$ cat config.mk
export PLATFORM = sky130hd
export DESIGN_NAME = wkup_eint_ctrl
export DESIGN_NICKNAME = d
export VERILOG_FILES = /design/src/rtl/wkup_eint_pkg.sv /design/src/rtl/wkup_eint_detect.sv /design/src/rtl/wkup_eint_busctl.sv /design/src/rtl/wkup_eint_datapath.sv /design/src/rtl/wkup_eint_ctrl.sv
export SDC_FILE = /design/constraint.sdc
export NUM_CORES = 1
export LEC_CHECK = 0
export ABC_AREA = 1
export BUFFER_PORTS_ARGS = -buffer_cell sky130_fd_sc_hd__buf_2
export CORE_MARGIN = 2
export CORE_UTILIZATION = 35
export DETAILED_ROUTE_END_ITERATION = 6
export GPL_ROUTABILITY_DRIVEN = 1
export MAX_ROUTING_LAYER = met4
export SLEW_MARGIN = 5
export SYNTH_ARGS = -nofsm -noshare
export SYNTH_HDL_FRONTEND = slang
export SYNTH_SLANG_ARGS = --single-unit
$ cat constraint.sdc
create_clock -name clk -period 1.3 [get_ports clk]
set_input_delay 0.195 -clock clk [delete_from_list [all_inputs] [get_ports clk]]
set_output_delay 0.195 -clock clk [all_outputs]
set_load 0.02 [all_outputs]
$ cat src/rtl/wkup_eint_pkg.sv
package wkup_eint_pkg;

  localparam int DATA_W         = 32;
  localparam int TRIG_W         = 4;
  localparam int LINES_PER_TRIG = 2;

  // Trigger field encodings; any other value disables detection.
  typedef enum logic [TRIG_W-1:0] {
    TRIG_LOW  = 4'd0,
    TRIG_HIGH = 4'd1,
    TRIG_FALL = 4'd2,
    TRIG_RISE = 4'd4,
    TRIG_BOTH = 4'd6
  } trig_e;

  // Low two bits of the word address once the upper bits are zero.
  typedef enum logic [1:0] {
    REG_CFG_LO = 2'd0,
    REG_CFG_HI = 2'd1,
    REG_MASK   = 2'd2,
    REG_PEND   = 2'd3
  } reg_sel_e;

  // One-cycle strobes from bus decode to the register/detect datapath.
  typedef struct packed {
    logic              cfgLoWr;
    logic              cfgHiWr;
    logic              maskWr;
    logic              pendClr;
    logic [DATA_W-1:0] wdata;
  } strobe_t;

endpackage

$ cat src/rtl/wkup_eint_detect.sv
module wkup_eint_detect
  import wkup_eint_pkg::*;
(
  input  logic              clk,
  input  logic              rstN,
  input  logic              lineIn,
  input  logic [TRIG_W-1:0] trig,
  output logic              hit
);

  logic syncA;
  logic syncB;
  logic histQ;

  // Two-flop synchroniser plus one history flop; idle level is high.
  always_ff @(posedge clk or negedge rstN) begin
    if (!rstN) begin
      syncA <= 1'b1;
      syncB <= 1'b1;
      histQ <= 1'b1;
    end else begin
      syncA <= lineIn;
      syncB <= syncA;
      histQ <= syncB;
    end
  end

  always_comb begin
    case (trig)
      TRIG_LOW:  hit = !syncB;
      TRIG_HIGH: hit = syncB;
      TRIG_FALL: hit = histQ && !syncB;
      TRIG_RISE: hit = !histQ && syncB;
      TRIG_BOTH: hit = histQ ^ syncB;
      default:   hit = 1'b0;
    endcase
  end

endmodule

$ cat src/rtl/wkup_eint_busctl.sv
module wkup_eint_busctl
  import wkup_eint_pkg::*;
#(
  parameter int ADDR_W    = 4,
  parameter int NUM_LINES = 28
) (
  input  logic                 busSel,
  input  logic                 busWrite,
  input  logic [ADDR_W-1:0]    busAddr,
  input  logic [DATA_W-1:0]    busWdata,
  input  logic [DATA_W-1:0]    cfgLoView,
  input  logic [DATA_W-1:0]    cfgHiView,
  input  logic [NUM_LINES-1:0] maskView,
  input  logic [NUM_LINES-1:0] pendView,
  output strobe_t              strobes,
  output logic [DATA_W-1:0]    busRdata
);

  localparam int PAD_W = DATA_W - NUM_LINES;

  logic     inMap;
  reg_sel_e regSel;
  logic     doWrite;
  logic     doRead;

  assign inMap   = (busAddr[ADDR_W-1:2] == '0);
  assign regSel  = reg_sel_e'(busAddr[1:0]);
  assign doWrite = busSel && busWrite && inMap;
  assign doRead  = busSel && !busWrite && inMap;

  always_comb begin
    strobes.cfgLoWr = doWrite && (regSel == REG_CFG_LO);
    strobes.cfgHiWr = doWrite && (regSel == REG_CFG_HI);
    strobes.maskWr  = doWrite && (regSel == REG_MASK);
    strobes.pendClr = doWrite && (regSel == REG_PEND);
    strobes.wdata   = busWdata;
  end

  always_comb begin
    busRdata = '0;
    if (doRead) begin
      case (regSel)
        REG_CFG_LO: busRdata = cfgLoView;
        REG_CFG_HI: busRdata = cfgHiView;
        REG_MASK:   busRdata = {{PAD_W{1'b0}}, maskView};
        REG_PEND:   busRdata = {{PAD_W{1'b0}}, pendView};
        default:    busRdata = '0;
      endcase
    end
  end

endmodule

$ cat src/rtl/wkup_eint_datapath.sv
module wkup_eint_datapath
  import wkup_eint_pkg::*;
#(
  parameter int FIRST_GROUP = 4,
  parameter int GROUP_SIZE  = 8,
  parameter int NUM_PARENTS = 4,
  parameter int NUM_LINES   = FIRST_GROUP + GROUP_SIZE * (NUM_PARENTS - 1)
) (
  input  logic                   clk,
  input  logic                   rstN,
  input  logic [NUM_LINES-1:0]   wakeIn,
  input  strobe_t                strobes,
  output logic [DATA_W-1:0]      cfgLoView,
  output logic [DATA_W-1:0]      cfgHiView,
  output logic [NUM_LINES-1:0]   maskView,
  output logic [NUM_LINES-1:0]   pendView,
  output logic [NUM_PARENTS-1:0] parentIrq
);

  localparam int CFG_BITS = (NUM_LINES / LINES_PER_TRIG) * TRIG_W;
  localparam int HI_BITS  = CFG_BITS - DATA_W;

  logic [CFG_BITS-1:0]  cfgQ;
  logic [NUM_LINES-1:0] maskQ;
  logic [NUM_LINES-1:0] pendQ;
  logic [NUM_LINES-1:0] hitVec;
  logic [NUM_LINES-1:0] clrVec;
  logic [NUM_LINES-1:0] liveVec;

  // Trigger fields: two registers, the upper one only partly populated.
  always_ff @(posedge clk or negedge rstN) begin
    if (!rstN) begin
      cfgQ <= '0;
    end else begin
      if (strobes.cfgLoWr) cfgQ[DATA_W-1:0] <= strobes.wdata;
      if (strobes.cfgHiWr) cfgQ[CFG_BITS-1:DATA_W] <= strobes.wdata[HI_BITS-1:0];
    end
  end

  always_ff @(posedge clk or negedge rstN) begin
    if (!rstN) maskQ <= '1;
    else if (strobes.maskWr) maskQ <= strobes.wdata[NUM_LINES-1:0];
  end

  assign clrVec = strobes.pendClr ? strobes.wdata[NUM_LINES-1:0] : '0;

  // Set has priority over a same-edge write-one clear.
  always_ff @(posedge clk or negedge rstN) begin
    if (!rstN) pendQ <= '0;
    else       pendQ <= (pendQ & ~clrVec) | hitVec;
  end

  for (genvar i = 0; i < NUM_LINES; i++) begin : g_line
    wkup_eint_detect u_det (
      .clk    (clk),
      .rstN   (rstN),
      .lineIn (wakeIn[i]),
      .trig   (cfgQ[(i / LINES_PER_TRIG) * TRIG_W +: TRIG_W]),
      .hit    (hitVec[i])
    );
  end

  assign liveVec = pendQ & ~maskQ;

  for (genvar g = 0; g < NUM_PARENTS; g++) begin : g_parent
    localparam int LO  = (g == 0) ? 0 : FIRST_GROUP + (g - 1) * GROUP_SIZE;
    localparam int WID = (g == 0) ? FIRST_GROUP : GROUP_SIZE;

    assign parentIrq[g] = |liveVec[LO +: WID];

    p_masked_quiet_r4: assert property (@(posedge clk) disable iff (!rstN)
      (&maskQ[LO +: WID]) |-> !parentIrq[g]);
  end

  assign cfgLoView = cfgQ[DATA_W-1:0];
  assign cfgHiView = {{(DATA_W - HI_BITS){1'b0}}, cfgQ[CFG_BITS-1:DATA_W]};
  assign maskView  = maskQ;
  assign pendView  = pendQ;

  // A flag only drops on an edge where software wrote a one to it.
  p_pend_hold_r6: assert property (@(posedge clk) disable iff (!rstN)
    ((~pendQ & $past(pendQ) & ~$past(clrVec)) == '0));

  // Every detection leaves its flag set, whatever was written that edge.
  p_set_wins_r8: assert property (@(posedge clk) disable iff (!rstN)
    ((~pendQ & $past(hitVec)) == '0));

  p_mask_load_r5: assert property (@(posedge clk) disable iff (!rstN)
    strobes.maskWr |=> (maskQ == $past(strobes.wdata[NUM_LINES-1:0])));

  p_cfg_hold_r2: assert property (@(posedge clk) disable iff (!rstN)
    !strobes.cfgLoWr |=> $stable(cfgQ[DATA_W-1:0]));

endmodule

$ cat src/rtl/wkup_eint_ctrl.sv
module wkup_eint_ctrl
  import wkup_eint_pkg::*;
#(
  parameter int FIRST_GROUP = 4,
  parameter int GROUP_SIZE  = 8,
  parameter int NUM_PARENTS = 4,
  parameter int ADDR_W      = 4,
  localparam int NUM_LINES  = FIRST_GROUP + GROUP_SIZE * (NUM_PARENTS - 1)
) (
  input  logic                   clk,
  input  logic                   rstN,
  input  logic [NUM_LINES-1:0]   wakeIn,
  input  logic                   busSel,
  input  logic                   busWrite,
  input  logic [ADDR_W-1:0]      busAddr,
  input  logic [DATA_W-1:0]      busWdata,
  output logic [DATA_W-1:0]      busRdata,
  output logic [NUM_PARENTS-1:0] parentIrq
);

  strobe_t              strobes;
  logic [DATA_W-1:0]    cfgLoView;
  logic [DATA_W-1:0]    cfgHiView;
  logic [NUM_LINES-1:0] maskView;
  logic [NUM_LINES-1:0] pendView;

  wkup_eint_busctl #(
    .ADDR_W    (ADDR_W),
    .NUM_LINES (NUM_LINES)
  ) u_busctl (
    .busSel    (busSel),
    .busWrite  (busWrite),
    .busAddr   (busAddr),
    .busWdata  (busWdata),
    .cfgLoView (cfgLoView),
    .cfgHiView (cfgHiView),
    .maskView  (maskView),
    .pendView  (pendView),
    .strobes   (strobes),
    .busRdata  (busRdata)
  );

  wkup_eint_datapath #(
    .FIRST_GROUP (FIRST_GROUP),
    .GROUP_SIZE  (GROUP_SIZE),
    .NUM_PARENTS (NUM_PARENTS),
    .NUM_LINES   (NUM_LINES)
  ) u_datapath (
    .clk       (clk),
    .rstN      (rstN),
    .wakeIn    (wakeIn),
    .strobes   (strobes),
    .cfgLoView (cfgLoView),
    .cfgHiView (cfgHiView),
    .maskView  (maskView),
    .pendView  (pendView),
    .parentIrq (parentIrq)
  );

endmodule

==> out/metrics.yaml <==
run_status: "complete, but fails checks"
violations: "setup timing"
fin_hold_ws_ns: 0.00724
setup_violations: 37
yosys-top-cells-area: "dfstp_2 (29%), dfrtp_1 (21%), nand2_1 (8.9%)"
async_flop_share_pct: 100
firstDrtPassIters: 5
r2r-end: "u_datapath.pendView[12]$_DFF_PN0_"
maxSlewViolCount: 0
syn_nets: 1361
min_from: "busWdata[28]"
fillers: 2687
synth.largest_area_cell: "dfstp_2"
die_w_um: 175
regArea_mm2: 0.00505
grt_max_degree: 53
hp-class: "in2reg"
gp_congestion: 0.881
cts-buffers-inserted: 17
synthFlopType: "dfstp_2"
start_kind: "register"
power_density_mw_per_mm2: 1200
timing.final.ws_setup_ns: -0.444
root_buffer: "clkbuf_16"
hold_viol_final: 0
totalWireLength_um: 29800
rr_startpoint: "u_datapath.g_line[12].u_det.syncB$_DFF_PN1_"
rows: 62
ys_warn_count: 0
rsz0062_at_grt: "yes"
worstPathRequired_ns: 1.11
grt_pass1_vias: 8927
insertion_delay_ns: 0.45
antenna_found_initial: 0
final_cells: 1885
synth_top_area_share_pct: 28.8
synth_seq_area_share_pct: 49.4
wl_per_cell_um: 15.8
cp.arrival_ns: 1.55
grt-ovfl-total: 0
die_h_um: 175
fin_nets: 1612
fmax_mhz: 573
vias: 9190
drv_cap: 0
drt_iter0_drc: 553
path_class: "reg2out"
ff2ff_path_depth: 7
num_antenna_cells: 0
grt_pass1_wl_um: 46800
clkSlewWorstSetupHoldPaths_ns: 0.08
dp_cells: 1769
synth_cells: 1237
power.leakage_nw: 6.76
multi_input_area_mm2: 0.00486
drc_errors: 0
worstMarginPinSlew_ns: 0.411
cts_tree: "built"
initial_core_util_pct: 35.6
hold_path_depth: 3
period_share_pct: 134
fp.dieArea_mm2: 0.0306
area_growth_pct: 37.1
ys_ff_latch: 196
whs_endpoint: "u_datapath.cfgQ[28]$_DFFE_PN0P_"
routed_via_density: 4.88
io_buffers: 103
grt_use_total_pct: 20.2
core_mm2: 0.0287
maxSlewHeadroom_pct: 72.5
syn_area_per_cell_um2: 8.25
post-dp-hpwl_um: 20900
cts.htree.levels: 4
synth_area_mm2: 0.0102
yosysUniqueCellTypes: 26
final_antenna_net_count: 0
fin_worst_skew_ns: 0.0190
synthTopCellsByCount: "nand2_1 (243), inv_1 (185), nor2_1 (147), nand3_1 (126), dfstp_2 (112)"
irDropWorstVdd_mv: 0.967
timing.final.crit_period_ns: 1.74
clockBufferDepth: 2
end_kind: "output port"
ff2ff_setup_slack_ns: -0.04
clock-sinks: 196
path_max_fanout: 2
synth_edf_count: 0
power.total_mw: 16.7
synth_most_common_cell: "nand2_1"
io_pins: 104
drive_gt1_share_pct: 39.7
==> routing by layer <==
layer  up-vias  GRT usage (%)  routed length [um]
li1       4494              -                   -
met1      4414           26.6               13600
met2       243           32.0               14200
met3        39           3.13                1330
met4         0           6.49                 724
met5         -              -                   0
==> cell families after synthesis <==
logic type               share of synthesized area [%]
AO/OA/AOI/OAI                                     9.12
AND/OR/NAND/NOR                                   25.3
flip-flops                                        49.4
adder cells (fa/ha/maj)                           6.86
buffers and inverters                             9.30
==> critical path: stages (launching register included) <==
cell and delay, ns:
dfstp_2 0.56, o22ai_2 0.09, a21oi_1 0.18, nand2_1 0.13, buf_6 0.15
==> cell usage in the layout (no fill, tap or decap), drive strengths merged <==
| master | netlist | routed |
|---|---|---|
| nand4 | 53 | 53 |
| buf | 30 | 234 |
| dfrtp | 84 | 84 |
| nand3 | 128 | 128 |
| o22ai | 14 | 14 |
| nand2 | 255 | 255 |
| nor3 | 3 | 3 |
| inv | 190 | 198 |
| o21ai | 124 | 124 |
| ha | 56 | 56 |
| a21oi | 20 | 20 |
| clkinvlp | 0 | 4 |
| nor2 | 149 | 149 |
| bufbuf | 0 | 1 |
| and3 | 4 | 4 |
| o211ai | 5 | 5 |
| clkinv | 0 | 2 |
| dfstp | 112 | 112 |
| dlygate4sd3 | 0 | 35 |
| clkbuf | 9 | 19 |
| o211a | 1 | 1 |
==> sequential cells by signal, indices dropped and copies added, names as in the netlist <==
| name | cells |
|---|---|
| u_datapath.maskView | 28 |
| u_datapath.g_line.u_det.syncB | 28 |
| u_datapath.cfgQ | 56 |
| u_datapath.pendView | 28 |
| u_datapath.g_line.u_det.histQ | 28 |
| u_datapath.g_line.u_det.syncA | 28 |
==> final cells by class <==
type	instances	share of cell area, %
multi-input cells	812	34.7
clock buffers	18	3.07
inverters	190	5.12
clock inverters	14	0.965
repair buffers	271	16.6
flip-flops and latches	196	36.1
well taps	384	3.43
==> per-stage QoR <==
stage                     worst slack, ns  cell area, um^2  TNS, ns  utilization (%)
final                              -0.444            14000   -11.08             48.8
after global routing               -0.502            14000   -13.70             48.8
after CTS                          -0.447            13500   -11.82             46.9
after detailed placement           -0.241            11800    -9.35             41.2
after global placement             -0.229            11800    -7.38             41.2
after floorplan                    -0.129            10300   -0.388                -
==> what timing repair did <==
action	4_1_cts	5_1_grt
gates cloned	2	0
hold buffers	35	0
setup buffers	27	24
pin swaps	70	98
gates resized for setup	149	116
endpoints found under the setup margin	43	130
endpoints found under the hold margin	125	0
==> worst max path at each step <==
stage                    to                          startpoint  depth (start not counted)
4_1_cts        parentIrq[1]  u_datapath.maskView[8]$_DFFE_PN1P_                          6
3_5_place_dp   busRdata[15]                          busAddr[0]                          8
2_1_floorplan  busRdata[28]                          busAddr[0]                          5
5_1_grt        parentIrq[1]    u_datapath.pendView[6]$_DFF_PN0_                          5
6_report       parentIrq[1]  u_datapath.maskView[7]$_DFFE_PN1P_                          4
3_3_place_gp   busRdata[15]                          busAddr[0]                          8
==> power breakdown <==
group	internal, mW	leakage, nW	switching [mW]
registers	6.98	2.14	0.632
logic	1.61	4.35	2.26
clock network	2.55	0.270	2.69
Note: power is estimated with default switching activity, not from simulation.
